$ cat src/rtl/lane_shuf_pkg.sv
package lane_shuf_pkg;
  localparam int unsigned BYTE_W    = 8;
  localparam int unsigned ZERO_BIT  = 7;
  typedef logic [BYTE_W-1:0] byte_t;
endpackage

$ cat src/rtl/shuf_byte_sel.sv
module shuf_byte_sel
  import lane_shuf_pkg::*;
#(
  parameter int unsigned LANE_BYTES = 16,
  localparam int unsigned IDX_W     = $clog2(LANE_BYTES),
  localparam int unsigned LANE_W    = LANE_BYTES * BYTE_W
) (
  input  logic [LANE_W-1:0] lane_data_i,
  input  byte_t             ctrl_i,
  output byte_t             byte_o
);
  logic [IDX_W-1:0] idx;
  assign idx = ctrl_i[IDX_W-1:0];

  always_comb begin
    if (ctrl_i[ZERO_BIT]) byte_o = '0;
    else                  byte_o = lane_data_i[idx*BYTE_W +: BYTE_W];
  end
endmodule

$ cat src/rtl/shuf_lane.sv
module shuf_lane
  import lane_shuf_pkg::*;
#(
  parameter int unsigned LANE_BYTES = 16,
  localparam int unsigned LANE_W    = LANE_BYTES * BYTE_W
) (
  input  logic [LANE_W-1:0] data_i,
  input  logic [LANE_W-1:0] ctrl_i,
  output logic [LANE_W-1:0] result_o
);
  for (genvar j = 0; j < LANE_BYTES; j++) begin : g_byte
    shuf_byte_sel #(.LANE_BYTES(LANE_BYTES)) u_sel (
      .lane_data_i (data_i),
      .ctrl_i      (ctrl_i[j*BYTE_W +: BYTE_W]),
      .byte_o      (result_o[j*BYTE_W +: BYTE_W])
    );
  end
endmodule

$ cat src/rtl/byte_lane_shuffle.sv
module byte_lane_shuffle
  import lane_shuf_pkg::*;
#(
  parameter int unsigned LANES      = 2,
  parameter int unsigned LANE_BYTES = 16,
  localparam int unsigned LANE_W    = LANE_BYTES * BYTE_W,
  localparam int unsigned VEC_W     = LANES * LANE_W
) (
  input  logic             clk_i,
  input  logic             rst_ni,
  input  logic             valid_i,
  input  logic [VEC_W-1:0] data_i,
  input  logic [VEC_W-1:0] ctrl_i,
  output logic             valid_o,
  output logic [VEC_W-1:0] result_o
);
  logic [VEC_W-1:0] res_d;

  // lanes never see each other's data
  for (genvar l = 0; l < LANES; l++) begin : g_lane
    shuf_lane #(.LANE_BYTES(LANE_BYTES)) u_lane (
      .data_i   (data_i[l*LANE_W +: LANE_W]),
      .ctrl_i   (ctrl_i[l*LANE_W +: LANE_W]),
      .result_o (res_d[l*LANE_W +: LANE_W])
    );
  end

  always_ff @(posedge clk_i or negedge rst_ni) begin
    if (!rst_ni) begin
      valid_o  <= 1'b0;
      result_o <= '0;
    end else begin
      valid_o <= valid_i;
      if (valid_i) result_o <= res_d;
    end
  end


  valid_rise_chk: assert property (@(posedge clk_i) disable iff (!rst_ni)
    valid_i |=> valid_o);

  valid_fall_chk: assert property (@(posedge clk_i) disable iff (!rst_ni)
    !valid_i |=> !valid_o);

  idle_hold_chk: assert property (@(posedge clk_i) disable iff (!rst_ni)
    !valid_i |=> $stable(result_o));

  always_comb begin
    if (!rst_ni) reset_clear_chk: assert (result_o == '0 && !valid_o);
  end

  for (genvar k = 0; k < LANES*LANE_BYTES; k++) begin : g_zchk

    zero_force_chk: assert property (@(posedge clk_i) disable iff (!rst_ni)
      (valid_i && ctrl_i[k*BYTE_W + ZERO_BIT]) |=> (result_o[k*BYTE_W +: BYTE_W] == '0));
  end
endmodule

$ cat config.mk
export PLATFORM = sky130hd
export DESIGN_NAME = byte_lane_shuffle
export DESIGN_NICKNAME = d
export VERILOG_FILES = /design/src/rtl/lane_shuf_pkg.sv /design/src/rtl/shuf_byte_sel.sv /design/src/rtl/shuf_lane.sv /design/src/rtl/byte_lane_shuffle.sv
export SDC_FILE = /design/constraint.sdc
export NUM_CORES = 2
export LEC_CHECK = 0
export BUFFER_PORTS_ARGS = -buffer_cell sky130_fd_sc_hd__buf_2
export CORE_ASPECT_RATIO = 0.9
export CORE_MARGIN = 3
export CORE_UTILIZATION = 25
export DETAILED_ROUTE_END_ITERATION = 10
export GPL_TIMING_DRIVEN = 1
export PLACE_DENSITY_LB_ADDON = 0.15
export RECOVER_POWER = 100
export SLEW_MARGIN = 0
export SYNTH_ARGS = -nofsm -noshare
export SYNTH_HDL_FRONTEND = slang
export SYNTH_SLANG_ARGS = --single-unit
$ cat constraint.sdc
create_clock -name clk_i -period 0.9 [get_ports clk_i]
set_input_delay 0.225 -clock clk_i [delete_from_list [all_inputs] [get_ports clk_i]]
set_output_delay 0.225 -clock clk_i [all_outputs]
set_load 0.01 [all_outputs]
==> metrics.md <==
| Metric | Value |
|---|---|
| Fin. max-slew vios | 0 |
| DP HPWL | 271000 microns |
| Worst-path cell chain | buf_6 |
| Slew @ Worst Pin | around 0.63 ns |
| Layout cell share with drive strength beyond 1 | ~37% |
| RSZ-0062 raised after global routing | true |
| GP Congestion | roughly 1.0 |
| Clock-pin slew on the worst setup and hold paths | 0.06 ns |
| Wire per inst | between 30 and 40 microns |
| Yosys top cell area share | 43.7% |
| Synthesized area per cell | 8.34 sq um |
| Synthesized net count | approximately 5900 |
| Crit-path leading delay family | flip-flops |
| Synth Register Bits | ~260 |
| Final ANT Viol Nets | 0 |
| Yosys warning count | 0 |
| Vias in the first global route | 54938 |
| Critical Setup Path Class | register to output pin |
| Post-layout min period | approximately 1.6 ns |
| Worst hold slack | -0.109 ns |
| Vias post-DR | ~58000 |
| Initial core utilization | between 20 and 30% |
| First-pass GRT wire length | approximately 480000 microns |
| Total grt overflow | 0 |
| Reg2Reg Depth | 3 |
| Leakage Power | 33.8 nW |
| Starting DRC count in detailed routing | 8555 |
| Hold wc startpoint | ctrl_i[183] |
| CTS H-tree lvls | 2 |
| Placed cell areas | 0.0652 sq mm |
| Final nets | ~7400 |
| Ports | about 770 |
| Relative slew slack | between 50% and 60% |
| Total Routing Usage GR | 37.6% |
| WHS Path Cells | 4 |
| CTS tree | done |
| Register area share after synthesis | between 10% and 20% |
| Worst reg-to-reg setup slack | ~0.01 ns |
| Failing checks | negative hold slack, negative setup slack |
| Top post-synthesis cells by area | mux2i_1 44%, dfrtp_1 14%, a22oi_1 12% |
| Worst r2r src | result_o[142]$_DFFE_PN0P_ |
| Sink Count | about 260 |
| Routed wire length | ~370000 microns |
| Drt pass-1 iters | 6 |
| WHS Endpoint | result_o[181]$_DFFE_PN0P_ |
| PortBufs | between 600 and 700 |
| Yosys top cell by area | mux2i_1 |
| Max stage delay on crit path | ~0.5 ns |
| Fillcell total | about 18000 |
| Post-route total power | roughly 75 mW |
| Die height | roughly 410 microns |
| Status | complete, but fails checks |
| Slowest CP cell | dfrtp_2 |
| DIE WIDTH | 454 microns |
| TritonCTS buffer count | 44 |
| Worst VDD drop | 1.57 mV |
| Setup ws final | -0.681 ns |
| Root buf cell | clkbuf_16 |
| Core area | between 0.15 and 0.2 sq mm |
| Max cap viols | 0 |
| PwrDens | 1070 mW/mm^2 |
| Die ar. | about 0.19 sq mm |
| Skew final | 0 ns |
| Worst EP arrival | 1.36 ns |
| Worst skew pair latency | around 0.62 ns |
| WP data required | approximately 0.67 ns |
| Crit path buf inv count | 1 |
| Worst-case clock buffer depth | 3 |
| Crit Path Max Fanout | 2 |
| Post-route clock period utilization | 176% |
| Hold Path Class | input port to register |
| Fmax achieved | between 600 and 700 MHz |
| Syn Inst Count | 5425 |
| Finished Cell Area | about 0.070 sq mm |
| Fin. Hold Viols | 20 |
| Synth Cell Area | 0.0452 sq mm |
| Crit end category | output pin |
| Area grow syn2layout | 54.9% |
| Dpl ws | -0.814 ns |
| # setup viols final | about 700 |
| Reg2reg end | result_o[142]$_DFFE_PN0P_ |
| Vias per cell | around 6.3 |
| Setup TNS | -192.29 ns |
| Synth unique cells | 31 |
| Pin count of the biggest net entering global routing | 33 |
| Startpoint types | register |
| Row Count | 147 |
| Initial antenna violation count | 44 |
| Residual DRC | 0 |
==> sequential cells by signal, indices dropped and copies added (netlist names) <==
register	cells
valid_o	1
result_o	256
==> per-layer routing <==
metal	track usage [%]	routed length [microns]	vias to the layer above
li1	-	-	23416
met4	26.3	31900	24
met1	47.9	146000	28863
met5	0	187	-
met2	52.7	148000	4582
met3	12.9	44900	1341
==> cell families (layout without fill, tap and decap cells) <==
group,after synthesis,count (layout),share of synthesized area (%)
mux,2019,2019,45.9
flops,257,257,14.2
compound gates,1108,1108,17.8
simple gates,1169,1169,12.4
other cells,0,19,0
buf+inv,872,2358,9.66
==> cell usage after synthesis, drive strengths merged <==
cell type / count
nand4: 32
a22oi: 725
nor3: 14
nor3b: 4
mux4: 44
a21oi: 209
nand3: 431
clkbuf: 364
o21ai: 15
a32oi: 1
dfrtp: 257
buf: 363
nand2: 514
mux2i: 1975
and2: 32
o221ai: 144
a221oi: 14
inv: 145
nor2: 32
nor2b: 50
and2b: 14
nand3b: 28
or3b: 18
==> repair_timing <==
item | CTS | global route
hold buffers | 19 | 1
setup endpoints to repair | 330 | 401
pin swaps | 0 | 51
gates cloned | 0 | 8
endpoints found under the hold margin | 304 | 20
gates resized for setup | 250 | 268
buffers inserted | 49 | 73
==> cell type report <==
type                            count  area [sq um]  area share, %
Multi-Input combinational cell   4296         35600           50.9
Timing Repair Buffer             2134         22900           32.6
Sequential cell                   257          6490           9.27
Tap cell                         2384          2980           4.26
Clock buffer                       67          1300           1.85
Inverter                          145           571          0.815
Clock inverter                     12           145          0.207
Antenna cell                       19          47.5         0.0679
==> report_power, final <==
| group | switching [mW] | total, mW | internal (mW) |
|---|---|---|---|
| logic | 23.5 | 41.3 | 17.8 |
| registers | 1.68 | 14.7 | 13.1 |
| clock network | 8.03 | 18.8 | 10.7 |
==> stage by stage <==
| stage | utilization (%) | std cells |
|---|---|---|
| global placement | 36.4 | 9071 |
| CTS | 38.0 | 9218 |
| finish | 39.1 | 9314 |
| detailed placement | 36.4 | 9071 |
| global route | 39.1 | 9308 |
| floorplan | - | 5425 |
==> how the worst max path moves through the flow <==
stage	end	slack [ns]	start	depth (start not counted)
after floorplan	result_o[121]$_DFFE_PN0P_	-0.28	valid_i	6
after global placement	result_o[175]$_DFFE_PN0P_	-0.79	ctrl_i[168]	4
after detailed placement	result_o[175]$_DFFE_PN0P_	-0.81	ctrl_i[168]	4
after CTS	result_o[127]	-0.71	result_o[127]$_DFFE_PN0P_	2
after global routing	result_o[127]	-0.68	result_o[127]$_DFFE_PN0P_	2
final	result_o[91]	-0.68	result_o[91]$_DFFE_PN0P_	1
==> cell usage in the layout, fill, tap and decap left out, types with 7 or more instances in the layout <==
cell type	netlist	final
nor3_4	0	12
a21oi_2	0	86
nor2_1	32	15
nand3_1	431	399
mux2i_1	1975	1963
nor2b_1	43	43
nor2b_2	7	7
clkbuf_8	0	10
a21oi_1	209	119
buf_4	150	861
dlygate4sd3_1	0	17
o21ai_1	15	15
o221ai_1	144	91
clkbuf_4	1	8
nand2_1	514	508
nand3_2	0	31
nand4_1	32	32
clkbuf_1	363	15
clkbuf_16	0	53
a22oi_1	725	724
and2_1	32	32
inv_1	144	141
buf_6	42	170
a221oi_2	14	14
diode_2	0	19
o221ai_2	0	53
dfrtp_1	257	211
dfrtp_2	0	46
or3b_4	0	17
mux2i_2	0	10
nor2_2	0	17
mux4_2	44	44
and2b_1	14	14
buf_12	0	568
nand3b_4	0	8
buf_2	169	487
nand3b_1	20	20
Note: power is estimated with default switching activity, not from simulation.
